--- src/rtl/scu_regs_pkg.sv ---
package scu_regs_pkg;

   localparam int unsigned OFF_W    = 8;
   localparam int unsigned WORD_W   = 32;
   localparam int unsigned LANES    = WORD_W / 8;
   localparam int unsigned LANE_W   = $clog2(LANES);

   localparam logic [OFF_W-1:0] OFF_ENABLE = 8'h00;
   localparam logic [OFF_W-1:0] OFF_CONFIG = 8'h04;
   localparam logic [OFF_W-1:0] OFF_POWER  = 8'h08;

   typedef enum logic [1:0] {
      SEL_ENABLE = 2'd0,
      SEL_CONFIG = 2'd1,
      SEL_POWER  = 2'd2,
      SEL_ZERO   = 2'd3
   } reg_sel_e;

   function automatic logic size_ok(input logic [2:0] sz);
      return (sz == 3'd1) || (sz == 3'd2) || (sz == 3'd4);
   endfunction

   function automatic logic [LANES-1:0] size_lanes(input logic [2:0] sz);
      logic [LANES-1:0] m;
      m = '0;
      for (int i = 0; i < LANES; i++) begin
         if (i < int'(sz)) m[i] = 1'b1;
      end
      return m;
   endfunction

endpackage

--- src/rtl/scu_addr_decode.sv ---
module scu_addr_decode
   import scu_regs_pkg::*;
#(
   parameter int unsigned ADDR_W = 12
)(
   input  logic [ADDR_W-1:0]  addr,
   output reg_sel_e           sel,
   output logic [LANE_W-1:0]  lane
);

   logic [OFF_W-1:0] off;

   assign off  = addr[OFF_W-1:0];
   assign lane = off[LANE_W-1:0];

   always_comb begin
      if (off == OFF_ENABLE)
         sel = SEL_ENABLE;
      else if (off == OFF_CONFIG)
         sel = SEL_CONFIG;
      else if (off[OFF_W-1:LANE_W] == OFF_POWER[OFF_W-1:LANE_W])
         sel = SEL_POWER;
      else
         sel = SEL_ZERO;
   end

endmodule

--- src/rtl/scu_enable_reg.sv ---
module scu_enable_reg
   import scu_regs_pkg::*;
(
   input  logic     clk,
   input  logic     rst_n,
   input  logic     wr,
   input  logic     size_good,
   input  reg_sel_e sel,
   input  logic     wbit,
   output logic     q
);

   always_ff @(posedge clk) begin
      if (!rst_n)
         q <= 1'b0;
      else if (wr && size_good && sel == SEL_ENABLE)
         q <= wbit;
   end

endmodule

--- src/rtl/scu_power_word.sv ---
module scu_power_word
   import scu_regs_pkg::*;
(
   input  logic               clk,
   input  logic               rst_n,
   input  logic               wr,
   input  logic [2:0]         size,
   input  reg_sel_e           sel,
   input  logic [LANE_W-1:0]  lane,
   input  logic [WORD_W-1:0]  wdata,
   output logic [WORD_W-1:0]  q
);

   logic [LANES-1:0]  lane_en;
   logic [WORD_W-1:0] data_sh;
   logic              wr_ok;

   assign wr_ok   = wr && size_ok(size) && (sel == SEL_POWER);
   assign lane_en = size_lanes(size) << lane;
   assign data_sh = wdata << {lane, 3'b000};

   for (genvar j = 0; j < LANES; j++) begin : g_lane
      always_ff @(posedge clk) begin
         if (!rst_n)
            q[8*j +: 8] <= 8'h00;
         else if (wr_ok && lane_en[j])
            q[8*j +: 8] <= data_sh[8*j +: 8];
      end
   end

endmodule

--- src/rtl/scu_read_port.sv ---
module scu_read_port
   import scu_regs_pkg::*;
#(
   parameter int unsigned NUM_CORES = 4
)(
   input  logic               clk,
   input  logic               rst_n,
   input  logic               rd,
   input  reg_sel_e           sel,
   input  logic [LANE_W-1:0]  lane,
   input  logic               enable_q,
   input  logic [WORD_W-1:0]  power_q,
   output logic [WORD_W-1:0]  rdata
);

   localparam logic [WORD_W-1:0] CORE_MASK = (WORD_W'(1) << NUM_CORES) - WORD_W'(1);
   localparam logic [WORD_W-1:0] CFG_WORD  = (CORE_MASK << 4) | WORD_W'(NUM_CORES - 1);

   logic [WORD_W-1:0] rd_val;

   always_comb begin
      unique case (sel)
         SEL_ENABLE: rd_val = {{(WORD_W-1){1'b0}}, enable_q};
         SEL_CONFIG: rd_val = CFG_WORD;
         SEL_POWER:  rd_val = power_q >> {lane, 3'b000};
         default:    rd_val = '0;
      endcase
   end

   always_ff @(posedge clk) begin
      if (!rst_n)
         rdata <= '0;
      else if (rd)
         rdata <= rd_val;
   end

endmodule

--- src/rtl/scu_regfile.sv ---
module scu_regfile
   import scu_regs_pkg::*;
#(
   parameter int unsigned NUM_CORES = 4,
   parameter int unsigned MAX_CORES = 4,
   parameter int unsigned ADDR_W    = 12
)(
   input  logic              clk,
   input  logic              rst_n,
   input  logic [ADDR_W-1:0] bus_addr,
   input  logic [31:0]       bus_wdata,
   input  logic [2:0]        bus_size,
   input  logic              bus_wr,
   input  logic              bus_rd,
   output logic [31:0]       bus_rdata
);

   // core count range, address width floor
   if (NUM_CORES < 1 || NUM_CORES > MAX_CORES || MAX_CORES > 4) begin : g_bad_cores
      $error("scu_regfile: NUM_CORES out of range");
   end
   if (ADDR_W < OFF_W) begin : g_bad_addr
      $error("scu_regfile: ADDR_W below offset width");
   end

   reg_sel_e          sel;
   logic [LANE_W-1:0] lane;
   logic              ctrl_q;
   logic [31:0]       pwr_q;

   scu_addr_decode #(.ADDR_W(ADDR_W)) u_dec (
      .addr (bus_addr),
      .sel  (sel),
      .lane (lane)
   );

   scu_enable_reg u_en (
      .clk       (clk),
      .rst_n     (rst_n),
      .wr        (bus_wr),
      .size_good (size_ok(bus_size)),
      .sel       (sel),
      .wbit      (bus_wdata[0]),
      .q         (ctrl_q)
   );

   scu_power_word u_pwr (
      .clk   (clk),
      .rst_n (rst_n),
      .wr    (bus_wr),
      .size  (bus_size),
      .sel   (sel),
      .lane  (lane),
      .wdata (bus_wdata),
      .q     (pwr_q)
   );

   scu_read_port #(.NUM_CORES(NUM_CORES)) u_rd (
      .clk      (clk),
      .rst_n    (rst_n),
      .rd       (bus_rd),
      .sel      (sel),
      .lane     (lane),
      .enable_q (ctrl_q),
      .power_q  (pwr_q),
      .rdata    (bus_rdata)
   );

endmodule

--- config.mk ---
export PLATFORM = sky130hd
export DESIGN_NAME = scu_regfile
export DESIGN_NICKNAME = d
export VERILOG_FILES = /design/src/rtl/scu_regs_pkg.sv /design/src/rtl/scu_addr_decode.sv /design/src/rtl/scu_enable_reg.sv /design/src/rtl/scu_power_word.sv /design/src/rtl/scu_read_port.sv /design/src/rtl/scu_regfile.sv
export SDC_FILE = /design/constraint.sdc
export NUM_CORES = 1
export LEC_CHECK = 0
export BUFFER_PORTS_ARGS = -buffer_cell sky130_fd_sc_hd__buf_2
export CORE_ASPECT_RATIO = 1.75
export CORE_MARGIN = 2
export CORE_UTILIZATION = 60
export CTS_BUF_LIST = sky130_fd_sc_hd__clkbuf_8
export CTS_CLUSTER_DIAMETER = 40
export DETAILED_ROUTE_END_ITERATION = 12
export GPL_TIMING_DRIVEN = 0
export HOLD_SLACK_MARGIN = 0.08
export PLACE_DENSITY_LB_ADDON = 0.3
export SLEW_MARGIN = 10
export SYNTH_ARGS = -nofsm -noshare
export SYNTH_HDL_FRONTEND = slang
export SYNTH_SLANG_ARGS = --single-unit
--- constraint.sdc ---
create_clock -name clk -period 4.25 [get_ports clk]
set_input_delay 0.2125 -clock clk [delete_from_list [all_inputs] [get_ports clk]]
set_output_delay 0.2125 -clock clk [all_outputs]
set_load 0.01 [all_outputs]
==> results.py <==
metrics = {
    "sta": {
        "fin_skew_ns": 0.0130,
        "finalHoldViolations": 0,
        "actual_slew_at_the_worst_max_slew_pin_ns": 0.599,
        "final_critical_period_ns": 1.70,
        "timing.slew.headroom_pct": 60.1,
        "unrepaired_setup_endpoints_after_global_routing": "no",
        "finalSetupViolCount": 0,
        "setup_tns_ns": 0,
        "whs_ns": 0.159,
        "fin_crit_sh_pct": 40.1,
        "fmax_ghz": 0.587,
        "slew_violations": 0,
    },
    "power_and_ir_drop": {
        "power_density_nw_per_um2": 323,
        "power.leakage_nw": 1.97,
        "peakVddDrop_v": 0.000350,
        "design_power_total_w": 0.00138,
    },
    "route": {
        "viasPerCell": 6.21,
        "ant_nets": 0,
        "routed_wire_length_per_instance_um": 19.4,
        "drc": 0,
        "drt_first_pass_iters": 7,
        "via_count": 3475,
        "wl_mm": 10.9,
        "drtIter0Drc": 442,
    },
    "yosys": {
        "synthSimpleGateAreaFrac_pct": 20.3,
        "synth_sequential_area_ratio_pct": 36.5,
        "mux_contribution_to_synthesized_area_pct": 22.5,
        "post-synth-top-area-fraction_pct": 36.5,
        "synth.most_common_cell": "sky130_fd_sc_hd__nand2_1",
        "synthesis.nets": 442,
        "synthDistinctLibCells": 40,
        "synth-xor-area-share_pct": 0.246,
        "combinational_family_with_the_most_area_after_synthesis": "multiplexers",
        "synth-main-ff-cell": "sky130_fd_sc_hd__dfxtp_1",
        "synthesis.area_um2": 3560,
        "share_of_the_synthesized_area_in_compound_gates_ao_oa_aoi_oai_pct": 16.3,
        "post_synth_main_area_contributors": "sky130_fd_sc_hd__dfxtp_1 37%, sky130_fd_sc_hd__mux2i_1 17%, sky130_fd_sc_hd__nand2_1 7.5%, sky130_fd_sc_hd__mux2_2 5.1%, sky130_fd_sc_hd__o2bb2ai_1 4.2%",
        "ys_async_sr_fraction_pct": 0,
        "ys_ff_latch": 65,
        "top_cell_type_by_total_area_after_synthesis": "sky130_fd_sc_hd__dfxtp_1",
        "synthesis.yosys.warnings": 0,
        "synth_edf_count": 0,
        "leading_cell_types_by_count_after_synthesis": "71 x sky130_fd_sc_hd__nand2_1, 65 x sky130_fd_sc_hd__dfxtp_1, 62 x sky130_fd_sc_hd__mux2i_1",
        "post_synthesis_cells": 391,
        "synth-adder-area-share_pct": 0,
        "syn_area_per_cell_um2": 9.11,
    },
    "floorplan": {
        "floorplan.io_pins": 83,
        "floorplan.die.width_um": 62.3,
        "initial_utilization_pct": 61.6,
        "placeableCoreArea_um2": 5790,
        "fp-row-count": 37,
        "die_area_um2": 6600,
        "floorplan.die.height_um": 106,
    },
    "clock_tree": {
        "insertion_delay_ns": 0.35,
        "cts-buffers-inserted": 9,
        "cts-hold-fix-buffers": 0,
        "cts.repair.resized": 0,
        "clock_tree_from_tritoncts": "built",
        "cts.reportedPaths.clkPinSlew_ns": 0.07,
        "clock_path_buffers": 2,
        "cts_max_level": 3,
        "clk_root_buffer_cell": "sky130_fd_sc_hd__clkbuf_8",
        "post-cts-setup-buffer-count": 0,
        "numClockSinks": 65,
    },
    "critical_path": {
        "crit_family": "buffers and inverters",
        "worst_path_most_repeated_cell": "sky130_fd_sc_hd__buf_2",
        "worst_path_max_fanout": 10,
        "slowest_stage": "sky130_fd_sc_hd__clkbuf_1",
        "nature_of_the_critical_path_endpoint": "register",
        "slowest_stage_delay_cp_ns": 0.39,
        "crit_path_cell_trace": "buf_2, buf_2, buf_2, clkbuf_1, nand3b_1, o21ai_0, nand2_1, mux2i_1",
        "cp.required_ns": 4.46,
        "startpoint_type": "input pin",
        "timing.reg2reg.setup_slack_ns": 3.04,
        "crit_type": "input pin to register",
        "path_buf_inv": 4,
        "worst-endpoint-arrival_ns": 1.91,
    },
    "placement": {
        "place_area_um2": 4040,
        "input_output_buffers": 75,
        "place.gp.congestion": 0.943,
        "place_hpwl_mm": 7.91,
    },
    "job": {
        "max_cap_viol_count": 0,
    },
    "global_routing": {
        "antenna_found_initial": 0,
        "globalRouteOverflowTotal": 0,
        "grt_use_total_pct": 34.0,
        "global_route_wire_length_before_repair_mm": 17.4,
        "grt_max_degree": 12,
        "via_count_of_the_first_global_routing_pass": 3359,
    },
    "layout": {
        "fin_area_um2": 4270,
        "area_growth_pct": 19.7,
        "fraction_of_layout_cells_with_a_size_suffix_above_1_pct": 26.6,
        "num-nets-final": 528,
        "n_antenna_cell": 0,
    },
    "hold_path": {
        "min-delay-path-class": "input pin to register",
    },
    "outcome": {
        "run_status": "completed",
    },
}
state kept, by name (all words and copies together), names as in the netlist:
| name | cells |
|---|---|
| u_en.q | 1 |
| u_rd.rdata | 32 |
| u_pwr.q | 32 |
cells in the final DEF, fill, tap and decap left out, types with 2 or more instances in the layout:
master	count
sky130_fd_sc_hd__mux2i_1	62
sky130_fd_sc_hd__o2bb2ai_1	17
sky130_fd_sc_hd__a211oi_1	2
sky130_fd_sc_hd__inv_1	2
sky130_fd_sc_hd__o21ai_0	16
sky130_fd_sc_hd__bufinv_16	2
sky130_fd_sc_hd__nand3_1	8
sky130_fd_sc_hd__nand4_1	2
sky130_fd_sc_hd__clkbuf_1	19
sky130_fd_sc_hd__clkbuf_8	11
sky130_fd_sc_hd__nor2b_1	12
sky130_fd_sc_hd__a21boi_0	3
sky130_fd_sc_hd__dfxtp_1	65
sky130_fd_sc_hd__a22oi_1	16
sky130_fd_sc_hd__nand2_1	71
sky130_fd_sc_hd__and2_1	16
sky130_fd_sc_hd__buf_2	84
sky130_fd_sc_hd__a211o_1	2
sky130_fd_sc_hd__nand3b_1	16
sky130_fd_sc_hd__mux2_2	16
sky130_fd_sc_hd__a21oi_1	9
sky130_fd_sc_hd__o211ai_1	8
sky130_fd_sc_hd__clkinv_2	2
per-layer routing:
metal / GRT usage [%] / part of all wire, % / vias up
met5: 0 / 0 / -
met4: 17.6 / 4.3 / 0
met3: 5.71 / 8.5 / 34
met2: 59.3 / 50 / 208
met1: 39.7 / 37 / 1643
li1: - / - / 1590
power breakdown:
part	switching, W	total, W	internal (W)
clock	0.000244	0.000604	0.000360
combinational	0.000102	0.000162	0.0000600
sequential	0.00000173	0.000614	0.000612
total	0.000347	0.00138	0.00103
cells by family (layout without fill, tap and decap cells):
group,count (synthesis),in the layout
compound gates,78,78
buf+inv,34,125
flops,65,65
xor+xnor,1,1
mux,78,78
simple gates,135,135
per-stage QoR:
stage / setup WS [ns] / utilization, % / cells
final: 2.55 / 73.7 / 560
after global routing: 2.49 / 73.7 / 560
after CTS: 2.61 / 73.7 / 560
after detailed placement: 2.29 / 69.8 / 544
after global placement: 2.29 / 69.8 / 544
after floorplan: 2.72 / - / 391
final timing paths:
path / startpoint / endpoint / cells after the start
worst max register to register: u_pwr.q[28]$_SDFFE_PN0P_ / u_rd.rdata[4]$_SDFFE_PN0P_ / 4
worst min register to register: u_pwr.q[2]$_SDFFE_PN0P_ / u_pwr.q[2]$_SDFFE_PN0P_ / 2
worst max-delay path: bus_addr[0] / u_pwr.q[23]$_SDFFE_PN0P_ / 8
worst min-delay path: bus_wdata[1] / u_pwr.q[1]$_SDFFE_PN0P_ / 3
worst min-delay path: stages:
cell                       delay, ns
sky130_fd_sc_hd__buf_2          0.11
sky130_fd_sc_hd__nand3b_1       0.07
sky130_fd_sc_hd__mux2i_1        0.06
cell type report:
cell class,instances,area [µm²]
multi-input combinational,292,2120
clock buffer,11,151
timing repair buffer,75,375
clock inverter,5,77.6
tap,78,97.6
buffer,30,131
sequential,65,1300
inverter,4,15.0
fill,445,1520
Power figures use the tool's default switching activity.
